===== src/rtl/fcmp_pkg.sv =====
package fcmp_pkg;
    localparam int FP_W    = 32;
    localparam int EXP_W   = 8;
    localparam int FRAC_W  = 23;
    localparam int MAG_W   = FP_W - 1;
    localparam int CODE_W  = 3;

    typedef enum logic [CODE_W-1:0] {
        REL_EQ = 3'd0,
        REL_NE = 3'd1,
        REL_LT = 3'd2,
        REL_LE = 3'd3,
        REL_GT = 3'd4,
        REL_GE = 3'd5,
        REL_R6 = 3'd6,
        REL_R7 = 3'd7
    } rel_e;

    typedef struct packed {
        logic             sign;
        logic             is_nan;
        logic             is_zero;
        logic             is_inf;
        logic [MAG_W-1:0] mag;
    } fp_class_t;

    typedef struct packed {
        logic unord;
        logic eq;
        logic lt;
        logic gt;
    } order_t;

    typedef struct packed {
        logic flag;
    } flag_state_t;
endpackage


===== src/rtl/fcmp_classify.sv =====
module fcmp_classify
    import fcmp_pkg::*;
#(
    parameter int W  = FP_W,
    parameter int EW = EXP_W,
    parameter int FW = FRAC_W
) (
    input  logic [W-1:0] value,
    output fp_class_t    cls
);
    localparam int EXP_LO = FW;
    localparam int EXP_HI = FW + EW - 1;

    logic [EW-1:0] exp_f;
    logic [FW-1:0] frac_f;
    logic          exp_ones;

    always_comb begin
        exp_f        = value[EXP_HI:EXP_LO];
        frac_f       = value[FW-1:0];
        exp_ones     = &exp_f;
        cls.sign     = value[W-1];
        cls.mag      = value[W-2:0];
        cls.is_nan   = exp_ones && (frac_f != '0);
        cls.is_inf   = exp_ones && (frac_f == '0);
        cls.is_zero  = (value[W-2:0] == '0);
    end
endmodule


===== src/rtl/fcmp_order.sv =====
module fcmp_order
    import fcmp_pkg::*;
(
    input  fp_class_t a,
    input  fp_class_t b,
    output order_t    ord
);
    logic both_zero;
    logic same_bits;
    logic mag_lt;
    logic mag_gt;
    logic raw_lt;

    always_comb begin
        both_zero = a.is_zero && b.is_zero;
        same_bits = (a.sign == b.sign) && (a.mag == b.mag);
        mag_lt    = a.mag < b.mag;
        mag_gt    = a.mag > b.mag;
        if (a.sign != b.sign) begin
            raw_lt = a.sign;
        end else if (a.sign) begin
            raw_lt = mag_gt;
        end else begin
            raw_lt = mag_lt;
        end
        ord.unord = a.is_nan || b.is_nan;
        ord.eq    = !ord.unord && (both_zero || same_bits);
        ord.lt    = !ord.unord && !both_zero && !same_bits && raw_lt;
        ord.gt    = !ord.unord && !ord.eq && !ord.lt;
    end
endmodule


===== src/rtl/fcmp_relation.sv =====
module fcmp_relation
    import fcmp_pkg::*;
(
    input  order_t            ord,
    input  logic [CODE_W-1:0] code,
    output logic              result,
    output logic              code_ok
);
    always_comb begin
        result  = 1'b0;
        code_ok = 1'b1;
        unique case (rel_e'(code))
            REL_EQ: result = ord.eq;
            REL_NE: result = !ord.eq;
            REL_LT: result = ord.lt;
            REL_LE: result = ord.lt || ord.eq;
            REL_GT: result = ord.gt;
            REL_GE: result = ord.gt || ord.eq;
            default: code_ok = 1'b0;
        endcase
    end
endmodule


===== src/rtl/fcmp_cond_unit.sv =====
module fcmp_cond_unit
    import fcmp_pkg::*;
(
    input  logic              clk,
    input  logic              rst_n,
    input  logic [FP_W-1:0]   op_a,
    input  logic [FP_W-1:0]   op_b,
    input  logic [CODE_W-1:0] rel_code,
    input  logic              cmp_en,
    input  logic              br_query,
    input  logic              br_on_set,
    output logic              cond_flag,
    output logic              take_branch
);
    localparam int N_OPS = 2;

    fp_class_t   cls [N_OPS];
    order_t      ord;
    logic        rel_result;
    logic        rel_ok;
    flag_state_t st_d;
    flag_state_t st_q;

    genvar gi;
    generate
        for (gi = 0; gi < N_OPS; gi++) begin : g_cls
            fcmp_classify #(.W(FP_W), .EW(EXP_W), .FW(FRAC_W)) u_cls (
                .value (gi == 0 ? op_a : op_b),
                .cls   (cls[gi])
            );
        end
    endgenerate

    fcmp_order u_ord (
        .a   (cls[0]),
        .b   (cls[1]),
        .ord (ord)
    );

    fcmp_relation u_rel (
        .ord     (ord),
        .code    (rel_code),
        .result  (rel_result),
        .code_ok (rel_ok)
    );

    always_comb begin
        st_d = st_q;
        if (cmp_en && rel_ok) begin
            st_d.flag = rel_result;
        end
    end

    always_ff @(posedge clk) begin
        if (!rst_n) begin
            st_q <= '0;
        end else begin
            st_q <= st_d;
        end
    end

    assign cond_flag   = st_q.flag;
    assign take_branch = br_query && (br_on_set ? st_q.flag : !st_q.flag);

    AST_IDLE_HOLD: assert property (@(posedge clk) disable iff (!rst_n)
        !cmp_en |=> $stable(cond_flag));
    AST_BAD_CODE_HOLD: assert property (@(posedge clk) disable iff (!rst_n)
        (cmp_en && rel_code[2] && rel_code[1]) |=> $stable(cond_flag));
    AST_NAN_NOT_EQ: assert property (@(posedge clk) disable iff (!rst_n)
        (cmp_en && (cls[0].is_nan || cls[1].is_nan) && rel_code == 3'd0) |=> !cond_flag);
    AST_NAN_NE_TRUE: assert property (@(posedge clk) disable iff (!rst_n)
        (cmp_en && (cls[0].is_nan || cls[1].is_nan) && rel_code == 3'd1) |=> cond_flag);
    AST_ZEROS_EQUAL: assert property (@(posedge clk) disable iff (!rst_n)
        (cmp_en && cls[0].is_zero && cls[1].is_zero && rel_code == 3'd0) |=> cond_flag);
    AST_NO_QUERY_NO_BRANCH: assert property (@(posedge clk) disable iff (!rst_n)
        !br_query |-> !take_branch);
    AST_RESET_CLEAR: assert property (@(posedge clk)
        !rst_n |=> !cond_flag);
endmodule


===== config.mk =====
export PLATFORM = sky130hd
export DESIGN_NAME = fcmp_cond_unit
export DESIGN_NICKNAME = d
export VERILOG_FILES = /design/src/rtl/fcmp_pkg.sv /design/src/rtl/fcmp_classify.sv /design/src/rtl/fcmp_order.sv /design/src/rtl/fcmp_relation.sv /design/src/rtl/fcmp_cond_unit.sv
export SDC_FILE = /design/constraint.sdc
export NUM_CORES = 1
export LEC_CHECK = 0
export BUFFER_PORTS_ARGS = -buffer_cell sky130_fd_sc_hd__buf_2
export CORE_MARGIN = 5
export CORE_UTILIZATION = 40
export DETAILED_ROUTE_END_ITERATION = 7
export PLACE_DENSITY = 0.75
export SETUP_SLACK_MARGIN = 0.15
export SLEW_MARGIN = 5
export SYNTH_ARGS = -nofsm -noshare
export SYNTH_HDL_FRONTEND = slang
export SYNTH_SLANG_ARGS = --single-unit
export TNS_END_PERCENT = 5

===== constraint.sdc =====
create_clock -name clk -period 2.2 [get_ports clk]
set_input_delay 0.44 -clock clk [delete_from_list [all_inputs] [get_ports clk]]
set_output_delay 0.44 -clock clk [all_outputs]
set_load 0.005 [all_outputs]

== After elaboration in Yosys (flattened, before gate mapping) ==
Cells that the tools add are included.
Storage, ports and cells
  flip-flop bits (word level): 1
  bits in latches: 0
  memory bits (writable): 0
  ROM bits: 0
  input port bits: 72
  logic and storage cells: 46
  memories kept: 0
Cells by class
  add/sub/neg operators: 0
  $mul: 0
  divide/modulo/power cells: 0
  magnitude comparators: 2
  equality and inequality tests: 8
  shift-type cells: 0
  muxes and demuxes: 5
  bitwise logic cells: 0
  reduce and logical (&&, ||, !) cells: 30
Operators by type and width (count)
  $logic_not A31 Y1: 2
  $reduce_bool A23 Y1: 2
  $eq A31 B31 Y1: 1
  $gt A31 B31 Y1: 1
  $lt A31 B31 Y1: 1
  $reduce_and A8 Y1: 2
  $logic_and A1 B1 Y1: 12
  $eq A3 B2 Y1 const B: 2
  $eq A3 B3 Y1 const B: 2
  $logic_not A1 Y1: 6
  $pmux W1 S6: 1
  $reduce_or A6 Y1: 1
  $logic_or A1 B1 Y1: 4
  $mux W1: 4
  $eq A3 B1 Y1 const B: 1
  $logic_not A3 Y1: 1
  $eq A1 B1 Y1: 1
  $ne A1 B1 Y1: 1

== Depth between registers and ports, before layout ==
  word-level depth: 11
  depth in mapped cells: 9
  gate-level depth less buffers: 9

== Hierarchy ==
Synthesis repeated with hierarchy kept, for this count alone.
Unflattened totals
  cell total of the unflattened synthesis: 233
  area total of the unflattened synthesis: 1651.6 µm²
Modules (own cells, without submodules)
  fcmp_order: instances 1, cells each 120, area each 853.3 µm²
  fcmp_classify: instances 2, cells each 49, area each 347.8 µm²
  fcmp_cond_unit: instances 1, cells each 7, area each 56.3 µm²
  fcmp_relation: instances 1, cells each 8, area each 46.3 µm²

== Worst setup path after synthesis ==
No wires, ideal clock.
  kind: in2reg
  start: in op_b[29]
  end: reg st_q, in the netlist cond_flag
  arrival: 2.101 ns
  required time: 2.073 ns
  path slack: -0.029 ns
  cell stages on the path: 9
  path buffers: 0
  path through: inv_1 ha_1 nand4_2 nor4_4 and3_1 o221ai_2 xnor2_1 a221oi_1 a21oi_2
On the way
  longest elaborated chain between the ends: 11
  elaborated cells on any way between the ends: 26
Ends and longest elaborated chain
  from (decl): line fcmp_cond_unit.sv:7  | input logic [FP_W-1:0] op_b,
  parallel branches: the longest is 10 deep, another holds $lt A31 B31 Y1
  $pmux W1 S6 *: line fcmp_relation.sv:12  | unique case (rel_e'(code))
  to (signal assigned): line fcmp_cond_unit.sv:58  | st_q <= st_d;
  to (decl): line fcmp_cond_unit.sv:22  | flag_state_t st_q;
Mark *: on every way between the ends.
A chain may end at the register's enable or synchronous reset.

== Worst setup path after layout ==
  start: in op_a[10]
  end: reg st_q, in the netlist cond_flag
On the way
  longest elaborated chain between the ends: 11
  elaborated cells on any way between the ends: 26
Ends and longest elaborated chain
  from (decl): line fcmp_cond_unit.sv:6  | input logic [FP_W-1:0] op_a,
  parallel branches: the longest is 10 deep, another holds $lt A31 B31 Y1
  $pmux W1 S6 *: line fcmp_relation.sv:12
Marks and branches as above.

==> flow_summary.json <==
{
  "status": "complete, but fails checks",
  "violations": "negative setup slack",
  "wl_per_cell_um": 16.3,
  "hold_viol_final": 0,
  "dpl_cell_area_um2": 1930,
  "crit_buf_inv": 2,
  "maxCapViolations": 0,
  "ys_types": 40,
  "grt_antenna_before_repair": 0,
  "cp_top_family": "simple AND/OR/NAND/NOR gates",
  "netlist_area_um2": 1230,
  "drtIter0Drc": 93,
  "reg2reg_from": "cond_flag",
  "syn-num-nets": 276,
  "drc": 0,
  "grt_max_degree": 8,
  "worst-r2r-setup-slack_ns": 1.51,
  "seqCellArea_um2": 20.0,
  "final_antenna_net_count": 0,
  "largest_reg_flops": 1,
  "ioPinCount": 74,
  "ys_warn_count": 0,
  "grt_pass1_wl_um": 7330,
  "ys_ff_latch": 1,
  "hold_class": "reg2reg",
  "final_nets": 373,
  "critical_path.endpoint_type": "register",
  "max_freq_ghz": 0.409,
  "coreArea_um2": 3000,
  "rsz0062_at_grt": "true",
  "instances_no_fill": 301,
  "cpMaxStageDelayCell": "nor4_4",
  "syn_area_per_cell_um2": 7.14,
  "portBuffers": 73,
  "post-route-period-util": 1.11,
  "gp_congestion": 0.811,
  "path_clk_slew_ns": 0,
  "numPlacedInstances": 298,
  "period_minus_slack_ns": 2.44,
  "crit_start": "op_a[10]",
  "grt_usage": 0.205,
  "drive_gt1_frac": 0.582,
  "dp_hpwl_um": 3540,
  "tightest_slew_ns": 0.393,
  "cp_data_required_time_ns": 2.08,
  "crit_top_cell": "buf_4",
  "multi_input_area_um2": 1440,
  "ys.flop_type": "dfxtp_1",
  "die_y_um": 65.6,
  "hold_start": "cond_flag",
  "initial_core_util": 0.411,
  "ir_drop_mv": 0.103,
  "layout_commonest_cell": "buf_2",
  "cp-start-kind": "primary input",
  "wl_um": 4920,
  "grt_pass1_vias": 1755,
  "vias": 1748,
  "num_rows": 20,
  "report.final.slew_viol_count": 0,
  "drt_first_pass_iters": 4,
  "crit_arrival_ns": 2.32,
  "synth_edf_count": 0,
  "path_cells": "buf_4 > buf_4 > nor4_1 > nand4_1 > nor4_4 > o221ai_4 > xnor2_2 > a221oi_2 > a21oi_2",
  "grt-ovfl-total": 0,
  "diodes": 0,
  "post_drt_via_cell_ratio": 5.81,
  "critPathKind": "in2reg",
  "fin_worst_skew_ns": 0,
  "layout_common_cells": "buf_2, buf_4, inv_1, ha_4",
  "setup_viol": 1,
  "die_area_um2": 4300,
  "num-fill-cells": 210,
  "yosysSeqAreaShare": 0.0162,
  "areaGrowthSynthToFinish_pct": 88.2,
  "crit_fanout": 3,
  "power.leakage_uw": 0.00109,
  "slowest_delay_ns": 0.38,
  "async_flop_share": 0,
  "fp.dieW_um": 65.6,
  "postLayoutCoreUtil": 0.774,
  "clk-insertion-delay-late_ns": 0,
  "ctsHoldBuffers": 0,
  "powerDensity_nw_per_um2": 181,
  "slew_headroom": 0.736,
  "syn_inst": 173,
  "layout_setup_ws_ns": -0.244,
  "postLayoutCellArea_um2": 2320
}
## what timing repair did
| item | CTS | global route |
|---|---|---|
| endpoints found under the setup margin | 1 | 1 |
| pin swaps | 21 | 12 |
| buffers inserted | 3 | 0 |
| gates resized for setup | 38 | 28 |
## synth_stat cells, types with 2 or more instances
master	number	area [um^2]
a21o_1	2	15.0
a211o_1	2	17.5
o21ai_1	2	10.0
nand4_1	14	87.6
o221ai_1	2	17.5
nor4_2	2	25.0
ha_1	31	388
o21ai_0	4	20.0
o21a_1	2	15.0
nor3_1	2	10.0
nand3_1	3	15.0
xnor2_1	3	26.3
nor4_1	14	87.6
inv_1	39	146
o211ai_1	2	15.0
nand4_2	2	25.0
a21oi_1	12	60.1
nand2_1	8	30.0
nor2_1	6	22.5
## worst min-delay path: stages (launching register included)
cell and delay, ns:
dfxtp_1 0.34, o21ai_0 0.12, a21oi_2 0.10
## per-stage QoR
stage / worst slack [ns] / setup TNS, ns / total power, uW / hold slack (ns)
4_1_cts: -0.116 / -0.116 / 376 / 0.614
3_5_place_dp: -0.201 / -0.201 / 328 / 0.614
5_1_grt: -0.354 / -0.354 / 464 / 0.654
2_1_floorplan: 0.0578 / 0 / 176 / 0.583
6_report: -0.244 / -0.244 / 420 / 0.603
3_3_place_gp: -0.179 / -0.179 / 323 / 0.592
## routing by layer
layer / routed length [um] / GRT usage / share of wire
met5: 0 / 0 / 0
met1: 1830 / 0.240 / 0.37
met3: 346 / 0.0171 / 0.070
met2: 2630 / 0.407 / 0.54
met4: 104 / 0.0259 / 0.021
## cells by family after synthesis
logic type / share of synthesized area
adders and majority gates: 0.314
and+or+nand+nor: 0.307
DFF: 0.0162
xor gates and xnor gates: 0.0213
buffers and inverters: 0.119
AOI/OAI and AO/OA: 0.223
## area by class of cell
class / instances / area share
repair buffers: 95 / 0.274
well taps: 33 / 0.0178
flip-flops and latches: 1 / 0.00861
inverters: 39 / 0.0780
multi-input cells: 133 / 0.621
## power breakdown
part / total (uW) / internal (uW) / switching [uW]
Clock: 0 / 0 / 0
Combinational: 399 / 208 / 191
Sequential: 21.4 / 20.1 / 1.32
## worst paths after layout
check | to | cells past startpoint
setup / recovery | cond_flag | 9
hold / removal | cond_flag | 2
setup reg to reg | cond_flag | 2
hold reg to reg | cond_flag | 2
Power figures use the tool's default switching activity.
